==> src/rtl/acmq_pkg.sv <==
package acmq_pkg;

   localparam int OP_W = 8;

   typedef enum logic [OP_W-1:0] {
      OP_LD      = 8'h01,
      OP_LD_NEG  = 8'h02,
      OP_LD_ABS  = 8'h03,
      OP_LD_NABS = 8'h04,
      OP_ADD     = 8'h05,
      OP_SUB     = 8'h06,
      OP_ADD_ABS = 8'h07,
      OP_SUB_ABS = 8'h08,
      OP_MQ_LD   = 8'h09,
      OP_MQ_TO_A = 8'h0A,
      OP_MUL     = 8'h0B,
      OP_DIV     = 8'h0C,
      OP_SHL     = 8'h14,
      OP_SHR     = 8'h15
   } acmq_op_e;

endpackage

==> src/rtl/acmq_mag.sv <==
module acmq_mag #(
   parameter int WORD_W = 40
) (
   input  logic [WORD_W-1:0] val_i,
   output logic [WORD_W-1:0] mag_o
);

   // unsigned magnitude; the most negative word maps to 2^(WORD_W-1)
   always_comb begin
      mag_o = val_i[WORD_W-1] ? (~val_i + 1'b1) : val_i;
   end

endmodule

==> src/rtl/acmq_mul.sv <==
module acmq_mul #(
   parameter int WORD_W = 40
) (
   input  logic                  clk,
   input  logic                  rst_n,
   input  logic                  go_i,
   input  logic [WORD_W-1:0]     mcand_i,
   input  logic [WORD_W-1:0]     mplier_i,
   output logic                  fin_o,
   output logic [2*WORD_W-1:0]   prod_o
);

   localparam int CNT_W = $clog2(WORD_W);
   localparam logic [CNT_W-1:0] LAST = CNT_W'(WORD_W - 1);

   logic [WORD_W-1:0] mcand_q;
   logic [WORD_W-1:0] hi_q;
   logic [WORD_W-1:0] lo_q;
   logic [CNT_W-1:0]  cnt_q;
   logic              run_q;
   logic [WORD_W:0]   sum;

   always_comb begin
      sum = {1'b0, hi_q} + (lo_q[0] ? {1'b0, mcand_q} : '0);
   end

   always_ff @(posedge clk or negedge rst_n) begin
      if (!rst_n) begin
         mcand_q <= '0;
         hi_q    <= '0;
         lo_q    <= '0;
         cnt_q   <= '0;
         run_q   <= 1'b0;
         fin_o   <= 1'b0;
      end else begin
         fin_o <= 1'b0;
         if (go_i) begin
            mcand_q <= mcand_i;
            hi_q    <= '0;
            lo_q    <= mplier_i;
            cnt_q   <= '0;
            run_q   <= 1'b1;
         end else if (run_q) begin
            hi_q  <= sum[WORD_W:1];
            lo_q  <= {sum[0], lo_q[WORD_W-1:1]};
            cnt_q <= cnt_q + 1'b1;
            if (cnt_q == LAST) begin
               run_q <= 1'b0;
               fin_o <= 1'b1;
            end
         end
      end
   end

   assign prod_o = {hi_q, lo_q};

endmodule

==> src/rtl/acmq_div.sv <==
module acmq_div #(
   parameter int WORD_W = 40
) (
   input  logic              clk,
   input  logic              rst_n,
   input  logic              go_i,
   input  logic [WORD_W-1:0] dvd_i,
   input  logic [WORD_W-1:0] dvs_i,
   output logic              fin_o,
   output logic [WORD_W-1:0] quo_o,
   output logic [WORD_W-1:0] rem_o
);

   localparam int CNT_W = $clog2(WORD_W);
   localparam logic [CNT_W-1:0] LAST = CNT_W'(WORD_W - 1);

   logic [WORD_W-1:0] dvs_q;
   logic [WORD_W-1:0] rem_q;
   logic [WORD_W-1:0] quo_q;
   logic [CNT_W-1:0]  cnt_q;
   logic              run_q;
   logic [WORD_W:0]   shifted;
   logic              fits;
   logic [WORD_W-1:0] diff;

   // restoring step: bring down one dividend bit, subtract when it fits
   always_comb begin
      shifted = {rem_q, quo_q[WORD_W-1]};
      fits    = shifted >= {1'b0, dvs_q};
      diff    = shifted[WORD_W-1:0] - dvs_q;
   end

   always_ff @(posedge clk or negedge rst_n) begin
      if (!rst_n) begin
         dvs_q <= '0;
         rem_q <= '0;
         quo_q <= '0;
         cnt_q <= '0;
         run_q <= 1'b0;
         fin_o <= 1'b0;
      end else begin
         fin_o <= 1'b0;
         if (go_i) begin
            dvs_q <= dvs_i;
            rem_q <= '0;
            quo_q <= dvd_i;
            cnt_q <= '0;
            run_q <= 1'b1;
         end else if (run_q) begin
            rem_q <= fits ? diff : shifted[WORD_W-1:0];
            quo_q <= {quo_q[WORD_W-2:0], fits};
            cnt_q <= cnt_q + 1'b1;
            if (cnt_q == LAST) begin
               run_q <= 1'b0;
               fin_o <= 1'b1;
            end
         end
      end
   end

   assign quo_o = quo_q;
   assign rem_o = rem_q;

endmodule

==> src/rtl/acmq_unit.sv <==
module acmq_unit
   import acmq_pkg::*;
#(
   parameter int WORD_W    = 40,
   parameter bit SHR_ARITH = 1'b1
) (
   input  logic              clk,
   input  logic              rst_n,
   input  logic              start,
   input  logic [OP_W-1:0]   opcode,
   input  logic [WORD_W-1:0] operand,
   output logic              busy,
   output logic              done,
   output logic              div_by_zero,
   output logic [WORD_W-1:0] ac_out,
   output logic [WORD_W-1:0] mq_out,
   output logic              ac_neg
);

   localparam int PROD_W = 2 * WORD_W;

   generate
      if (WORD_W < 4) begin : g_chk_width
         $error("acmq_unit: WORD_W must be at least 4");
      end
   endgenerate

   logic [WORD_W-1:0] ac_q, mq_q;
   logic              busy_q, done_q, dz_q;
   logic              kind_div_q;
   logic              neg_main_q, neg_rem_q;

   logic [WORD_W-1:0] op_mag, ac_mag, mq_mag;
   logic [WORD_W-1:0] op_neg, op_nabs;
   logic [WORD_W-1:0] ac_shr;
   logic              accept, go_mul, go_div, op_zero;
   logic              mul_fin, div_fin, eng_fin;
   logic [PROD_W-1:0] mul_prod, prod_s;
   logic [WORD_W-1:0] quo_raw, rem_raw, quo_s, rem_s;

   acmq_mag #(.WORD_W(WORD_W)) u_mag_op (.val_i(operand), .mag_o(op_mag));
   acmq_mag #(.WORD_W(WORD_W)) u_mag_ac (.val_i(ac_q),    .mag_o(ac_mag));
   acmq_mag #(.WORD_W(WORD_W)) u_mag_mq (.val_i(mq_q),    .mag_o(mq_mag));

   always_comb begin
      op_neg  = ~operand + 1'b1;
      op_nabs = ~op_mag + 1'b1;
      op_zero = (operand == '0);
      accept  = start && !busy_q;
      go_mul  = accept && (opcode == OP_MUL);
      go_div  = accept && (opcode == OP_DIV) && !op_zero;
   end

   generate
      if (SHR_ARITH) begin : g_shr_arith
         assign ac_shr = {ac_q[WORD_W-1], ac_q[WORD_W-1:1]};
      end else begin : g_shr_logic
         assign ac_shr = {1'b0, ac_q[WORD_W-1:1]};
      end
   endgenerate

   acmq_mul #(.WORD_W(WORD_W)) u_mul (
      .clk      (clk),
      .rst_n    (rst_n),
      .go_i     (go_mul),
      .mcand_i  (op_mag),
      .mplier_i (mq_mag),
      .fin_o    (mul_fin),
      .prod_o   (mul_prod)
   );

   acmq_div #(.WORD_W(WORD_W)) u_div (
      .clk   (clk),
      .rst_n (rst_n),
      .go_i  (go_div),
      .dvd_i (ac_mag),
      .dvs_i (op_mag),
      .fin_o (div_fin),
      .quo_o (quo_raw),
      .rem_o (rem_raw)
   );

   // sign fix-up applied once, on the engine's final magnitudes
   always_comb begin
      prod_s  = neg_main_q ? (~mul_prod + 1'b1) : mul_prod;
      quo_s   = neg_main_q ? (~quo_raw + 1'b1) : quo_raw;
      rem_s   = neg_rem_q  ? (~rem_raw + 1'b1) : rem_raw;
      eng_fin = kind_div_q ? div_fin : mul_fin;
   end

   always_ff @(posedge clk or negedge rst_n) begin
      if (!rst_n) begin
         ac_q       <= '0;
         mq_q       <= '0;
         busy_q     <= 1'b0;
         done_q     <= 1'b0;
         dz_q       <= 1'b0;
         kind_div_q <= 1'b0;
         neg_main_q <= 1'b0;
         neg_rem_q  <= 1'b0;
      end else begin
         done_q <= 1'b0;
         dz_q   <= 1'b0;
         if (busy_q) begin
            if (eng_fin) begin
               busy_q <= 1'b0;
               done_q <= 1'b1;
               if (kind_div_q) begin
                  ac_q <= rem_s;
                  mq_q <= quo_s;
               end else begin
                  ac_q <= prod_s[PROD_W-1:WORD_W];
                  mq_q <= prod_s[WORD_W-1:0];
               end
            end
         end else if (start) begin
            done_q <= 1'b1;
            case (opcode)
               OP_LD:      ac_q <= operand;
               OP_LD_NEG:  ac_q <= op_neg;
               OP_LD_ABS:  ac_q <= op_mag;
               OP_LD_NABS: ac_q <= op_nabs;
               OP_ADD:     ac_q <= ac_q + operand;
               OP_ADD_ABS: ac_q <= ac_q + op_mag;
               OP_SUB:     ac_q <= ac_q - operand;
               OP_SUB_ABS: ac_q <= ac_q - op_mag;
               OP_MQ_LD:   mq_q <= operand;
               OP_MQ_TO_A: ac_q <= mq_q;
               OP_SHL:     ac_q <= {ac_q[WORD_W-2:0], 1'b0};
               OP_SHR:     ac_q <= ac_shr;
               OP_MUL: begin
                  done_q     <= 1'b0;
                  busy_q     <= 1'b1;
                  kind_div_q <= 1'b0;
                  neg_main_q <= operand[WORD_W-1] ^ mq_q[WORD_W-1];
               end
               OP_DIV: begin
                  if (op_zero) begin
                     dz_q <= 1'b1;
                  end else begin
                     done_q     <= 1'b0;
                     busy_q     <= 1'b1;
                     kind_div_q <= 1'b1;
                     neg_main_q <= operand[WORD_W-1] ^ ac_q[WORD_W-1];
                     neg_rem_q  <= ac_q[WORD_W-1];
                  end
               end
               default: ;
            endcase
         end
      end
   end

   assign busy        = busy_q;
   assign done        = done_q;
   assign div_by_zero = dz_q;
   assign ac_out      = ac_q;
   assign mq_out      = mq_q;
   assign ac_neg      = ac_q[WORD_W-1];

endmodule

==> config.mk <==
export PLATFORM = sky130hd
export DESIGN_NAME = acmq_unit
export DESIGN_NICKNAME = d
export VERILOG_FILES = /design/src/rtl/acmq_pkg.sv /design/src/rtl/acmq_mag.sv /design/src/rtl/acmq_mul.sv /design/src/rtl/acmq_div.sv /design/src/rtl/acmq_unit.sv
export SDC_FILE = /design/constraint.sdc
export NUM_CORES = 2
export LEC_CHECK = 0
export ABC_AREA = 1
export BUFFER_PORTS_ARGS = -buffer_cell sky130_fd_sc_hd__buf_2
export CAP_MARGIN = 10
export CORE_ASPECT_RATIO = 1.5
export CORE_MARGIN = 1.5
export CORE_UTILIZATION = 45
export CTS_CLUSTER_DIAMETER = 120
export DETAILED_ROUTE_END_ITERATION = 6
export SLEW_MARGIN = 30
export SYNTH_ARGS = -nofsm -noshare
export SYNTH_HDL_FRONTEND = slang
export SYNTH_SLANG_ARGS = --single-unit
==> constraint.sdc <==
create_clock -name clk -period 3.5 [get_ports clk]
set_input_delay 0.7 -clock clk [delete_from_list [all_inputs] [get_ports clk]]
set_output_delay 0.7 -clock clk [all_outputs]
set_load 0.02 [all_outputs]
# After elaboration in Yosys (flattened, before gate mapping)
# Index checks and enable logic that the tools add are counted.
[word_totals]
register_bits = 342
latch_bits = 0
ram_bits = 0
rom_bits = 0
input_bits = 51
output_inout_bits = 84
wordCells = 146
memories = 0
[classes]
addsub = 15
multipliers = 0
div_mod_pow = 0
n_lt_le_gt_ge = 1
eq_ne = 19
shift = 0
n_mux = 60
bitwise = 11
n_reduce_logical = 19
[op_table]
columns = ["cell", "count"]
rows = [
  ["2-to-1 mux 40 bit", 24],
  ["case mux 40 bit (11 select lines)", 1],
  ["adder 40 x 1 -> 40 bit (second input constant)", 6],
  ["inverter 40 bit", 6],
  ["subtractor 40 bit", 3],
  ["adder 40 bit", 2],
  ["adder 80 x 1 -> 80 bit (second input constant)", 1],
  ["2-to-1 mux 80 bit", 1],
  ["inverter 80 bit", 1],
  ["adder 40 x 41 -> 41 bit", 1],
  ["greater-or-equal comparator 41 x 40 -> 1 bit", 1],
  ["equality test 8 x 4 -> 1 bit (second input constant)", 5],
  ["logical NOT 40 bit", 1],
  ["equality test 8 x 3 -> 1 bit (second input constant)", 4],
  ["2-to-1 mux 1 bit", 26],
  ["2-to-1 mux 6 bit", 4],
  ["equality test 8 x 2 -> 1 bit (second input constant)", 2],
  ["equality test 8 x 5 -> 1 bit (second input constant)", 2],
  ["adder 6 x 1 -> 6 bit (second input constant)", 2],
  ["equality test 6 bit (second input constant)", 2],
  ["AND reduction 4 bit", 3],
  ["nonzero test 12 bit", 1],
  ["nonzero test 11 bit", 1],
  ["nonzero test 2 bit", 5],
  ["9 further kinds", 20],
]

# Logic depth before layout (Yosys ltp)
[depth]
depth_word = 8
ltp_mapped = 35
depth_no_buf = 35

# Modules after synthesis
# Synthesis repeated with hierarchy kept, for this count alone.
[hier_totals]
hier_cells = 7067
area_unflattened_um2 = 40099.7
[modules_own_cells]
columns = ["mod", "n_inst", "cells_per_inst", "area_each_um2", "seq_area_each_um2"]
rows = [
  ["acmq_unit", 1, 3637, 18943.2, 2152.1],
  ["acmq_div", 1, 1370, 8929.8, 3203.1],
  ["acmq_mul", 1, 1232, 8326.7, 3203.1],
  ["acmq_mag", 3, 276, 1300.0, 0.0],
]

# Least setup slack after synthesis
# Ideal clock, no wire load.
[synth_timing]
path_type = "input to register"
start = "input port operand[0]"
end = "register ac_q[38], in the netlist ac_out[38]"
setup_time_ns = 0.117
arrival_time_ns = 4.520
t_required_ns = 3.383
setup_slack_ns = -1.136
cell_stages = 33
path_buffers = 2
cell_sequence = "inv_2 ha_1 nand2_1 nor2_1 nand3_2 nor2_2 nand2_1 nand3_2 and2_1 buf_4 nand2_1 nor2_1 inv_2 nor2_1 xor2_1 a211oi_1 ha_1 clkbuf_1 nand2_1 nor2_1 inv_1 nor4_1 nand3_1 nand3_1 nand3_1 nand2_1 nand2_1 nand2_1 a21oi_1 o21ai_0 nand3_1 nand2_1 nand2_1"
[synth_via]
elab_chain_len = 8
[synth_rtl]
columns = ["item", "line_no", "text"]
rows = [
  ["from (decl)", "acmq_unit.sv:11", "input logic [WORD_W-1:0] operand,"],
  ["inverter 40 bit", "acmq_mag.sv:10, acmq_unit.sv:46", ""],
  ["adder 40 x 1 -> 40 bit", "acmq_mag.sv:10, acmq_unit.sv:46", ""],
  ["2-to-1 mux 40 bit", "acmq_mag.sv:10", "mag_o = val_i[WORD_W-1] ? (~val_i + 1'b1) : val_i;"],
  ["inverter 40 bit", "acmq_unit.sv:47", "op_nabs = ~op_mag + 1'b1;"],
  ["adder 40 x 1 -> 40 bit", "acmq_unit.sv:47", ""],
  ["case mux 40 bit (11 select lines) (*)", "acmq_unit.sv:118", "case (opcode)"],
  ["2-to-1 mux 40 bit (*)", "acmq_unit.sv:116", "end else if (start) begin"],
  ["2-to-1 mux 40 bit (*)", "acmq_unit.sv:104", "if (busy_q) begin"],
  ["to (signal assigned)", "acmq_unit.sv:119", "OP_LD: ac_q <= operand;"],
  ["to (signal assigned)", "acmq_unit.sv:120", "OP_LD_NEG: ac_q <= op_neg;"],
  ["to (signal assigned)", "acmq_unit.sv:121", "OP_LD_ABS: ac_q <= op_mag;"],
  ["to (decl)", "acmq_unit.sv:28", "logic [WORD_W-1:0] ac_q, mq_q;"],
]
# Every way passes the cells marked *; elsewhere a longest branch is shown, timed or not. The select of a mux whose other input is x is not followed.
# A chain may end at the register's enable or synchronous reset.

# Worst setup path in the final report
[layout_timing]
start = "input port operand[1]"
end = "register ac_q[33], in the netlist ac_out[33]"
# The elaborated chain is that of the path after synthesis.

==> flow_summary.yaml <==
run_status:
  run_status: "complete, but fails checks"
  violations_in_the_final_reports: "DRC, setup timing"
timing:
  layout_min_cycle_time_ns: 4.55
  final_critical_path_setup_slack_ns: -1.05
  grt_setup_unrepaired: "yes"
  final.hold.worst_slack_ns: 0.120
  timing.final.hold_violations: 0
  setup-violations-final: 38
  slew_violations: 0
  setup_skew_after_layout_ns: 0.0280
  period_share_pct: 130
  worst_tran_pin_value_ns: 0.850
  max_freq_ghz: 0.220
  slew-limit-headroom_pct: 42.8
cells_and_area:
  layout.cells.non_filler: 7422
  post_route_cells_drive_above_1_share_pct: 31.0
  fin_nets: 6582
  finalCoreUtilization_pct: 65.5
  area_delta_synth_final_pct: 44.4
yosys:
  flip_flop_and_latch_count_after_synthesis: 342
  postSynthNetCount: 5443
  yosys_warnings: 0
  synth_edf_count: 0
  yosys.area.top_type: "sky130_fd_sc_hd__dfrtp_1"
  post_synth_instance_area_mm2: 0.0335
  synthTopCellsByArea: "sky130_fd_sc_hd__dfrtp_1 (26%), sky130_fd_sc_hd__nand2_1 (12%), sky130_fd_sc_hd__o21ai_0 (8.1%)"
  async_flop_share_pct: 100
  postSynthCellCount: 5260
  synth_flop_cell: "sky130_fd_sc_hd__dfrtp_1"
  top_cells_by_instance_count_after_synthesis: "sky130_fd_sc_hd__nand2_1 (1035), sky130_fd_sc_hd__inv_1 (709), sky130_fd_sc_hd__nor2_1 (566)"
  synth.most_common_cell: "sky130_fd_sc_hd__nand2_1"
  synth_area_per_cell_um2: 6.36
  netlist.area_leader.share_pct: 25.6
  yosysSeqAreaShare_pct: 25.6
  post_synth_num_cell_types: 66
worst_setup_path:
  startpoint_type: "primary input"
  reg2reg_depth: 18
  worst_r2r_endpoint: "ac_out[35]$_DFFE_PN0P_"
  criticalPathCategory: "primary input to register"
  crit_top_cell: "sky130_fd_sc_hd__buf_6"
  crit_path_end_kind: "register"
  regToRegSetupSlack_ns: -0.16
  critical_path.max_stage_delay_ns: 0.30
  data_required_critical_path_ns: 3.99
  path_max_fanout: 5
  timing.critical_path.slowest_stage_cell: "sky130_fd_sc_hd__a211oi_4"
  worst_ep_arrival_time_ns: 5.04
  critical_path.reg2reg.startpoint: "u_mul.lo_q[0]$_DFFE_PN0P_"
clock_network:
  clock_latency_ns: 0.61
  tritoncts: "yes"
  htree_levels: 2
  clock-root-buffer: "sky130_fd_sc_hd__clkbuf_16"
  num_cts_buffers: 39
  cts_num_sinks: 342
  ctsHoldBuffers: 0
  cts_max_path_buffers: 3
  path_clk_slew_ns: 0.07
grt:
  global_route.overflow_total: 0
  global_route.usage.total_pct: 46.2
  antenna_found_initial: 4
  pin_count_of_the_biggest_net_entering_global_routing: 79
  first_global_vias: 42832
  grt_pass1_wl_mm: 259
floorplanning:
  floorplan.initialDensity_pct: 45.4
  std_cell_core_area_mm2: 0.0737
  die_x_um: 226
  die_height_um: 337
  top_level_ports: 135
  floorplan.rows: 122
  floorplan.die_area_mm2: 0.0760
route:
  drcViolationCount: 1
  final_antenna_net_count: 0
  routed_wirelength_mm: 180
  detail_route.first_pass.iterations: 7
  detail_route.iter0.violations: 4300
  via_count: 44000
  drt-wirelength-per-cell_um: 24.3
  routed_via_density: 5.93
pwr:
  share_clk_of_total_power_pct: 13.2
  power_frac_comb_pct: 67.5
  power_density_mw_per_mm2: 723
  p_int_w: 0.0173
  leakage_nw: 23.1
  ir_drop_mv: 0.737
  power.switching_fraction_pct: 50.5
  pwr-share-seq_pct: 19.3
  power_switching_w: 0.0176
job:
  max-cap-violations: 0
place:
  port_buffers: 134
  placer_congestion_estimate: 1.10
  numPlacedInstances: 7204
  place_hpwl_mm: 140
  pre_cts_slack_ns: -1.83
hold_path:
  hold_class: "primary input to async pin"
-- power by group through the flow --
stage / logic [W] / registers, W / clock network, W
after global placement: 0.0197 / 0.00659 / 0
after global routing: 0.0253 / 0.00681 / 0.00475
after detailed placement: 0.0199 / 0.00661 / 0
final: 0.0236 / 0.00673 / 0.00462
after CTS: 0.0213 / 0.00658 / 0.00462
after floorplan: 0.0107 / 0.00650 / 0
-- kinds of logic after synthesis --
family,synth area share [%]
muxes,0.0299
and+or+nand+nor,29.9
xor gates and xnor gates,3.17
AOI/OAI and AO/OA,25.7
DFF,25.6
adders and majority gates,5.00
buffers and inverters,10.6
-- registers in the layout (all words and copies together), names as in the netlist, 6 cells and up --
| signal | count |
|---|---|
| ac_out | 40 |
| mq_out | 40 |
| u_div.dvs_q | 40 |
| u_div.quo_o | 40 |
| u_div.rem_o | 40 |
| u_mul.hi_q | 40 |
| u_mul.lo_q | 40 |
| u_mul.mcand_q | 40 |
| u_div.cnt_q | 6 |
| u_mul.cnt_q | 6 |
-- critical path: cells and delay by family --
| kind | cells | cell delay (ns) |
|---|---|---|
| AO/OA/AOI/OAI | 7 | 1.12 |
| XOR/XNOR | 1 | 0.16 |
| adder cells (fa/ha/maj) | 2 | 0.50 |
| buffers and inverters | 11 | 1.16 |
| AND/OR/NAND/NOR | 14 | 1.39 |
-- area by class of cell --
cell class                 count  area (um^2)
tap                          992         1240
timing repair buffer        1301        10200
fill                        6774        25400
sequential                   342         8570
inverter                     730         2760
antenna                        3         7.51
multi-input combinational   3985        24200
clock buffer                  52         1120
clock inverter                17          249
-- placed cells by master, fill, tap and decap left out, drive strengths merged, types with 85 or more instances in the layout --
master	synthesis	layout
nand3	297	297
o22ai	117	117
nand2	1077	1077
inv	721	722
nor2	602	602
o221ai	85	85
ha	129	129
nor3	123	123
buf	43	1301
xor2	89	89
dfrtp	342	342
o21ai	571	571
a21oi	409	409
-- per-layer routing --
metal / vias up / wire (um) / GRT usage, %
met5: - / 30 / 0
met2: 2428 / 82400 / 75.5
met3: 764 / 16000 / 8.69
met1: 20582 / 63200 / 51.5
met4: 4 / 18700 / 40.1
li1: 20222 / - / -
-- worst max-delay path by stage --
stage                                   endpoint  slack (ns)  cells after the start  startpoint
after floorplan           ac_out[38]$_DFFE_PN0P_       -0.86                     29  operand[1]
after global placement    ac_out[29]$_DFFE_PN0P_       -1.82                     33  operand[1]
after detailed placement  ac_out[29]$_DFFE_PN0P_       -1.83                     33  operand[1]
after CTS                 ac_out[33]$_DFFE_PN0P_       -0.86                     33  operand[1]
after global routing      ac_out[38]$_DFFE_PN0P_       -1.19                     36  operand[1]
final                     ac_out[33]$_DFFE_PN0P_       -1.05                     35  operand[1]
-- what timing repair did --
item,CTS,global route
gates resized for setup,305,418
setup buffers,128,61
gates cloned,0,0
pin swaps,110,188
endpoints found under the setup margin,41,120
-- metrics by stage --
stage | total power [W] | area [um^2] | TNS (ns)
after CTS | 0.0325 | 46400 | -22.48
after detailed placement | 0.0265 | 42900 | -79.24
final | 0.0349 | 48300 | -27.04
after floorplan | 0.0172 | 33600 | -17.56
after global routing | 0.0368 | 48300 | -32.54
after global placement | 0.0263 | 42900 | -75.71
(Power assumes the default switching activity.)
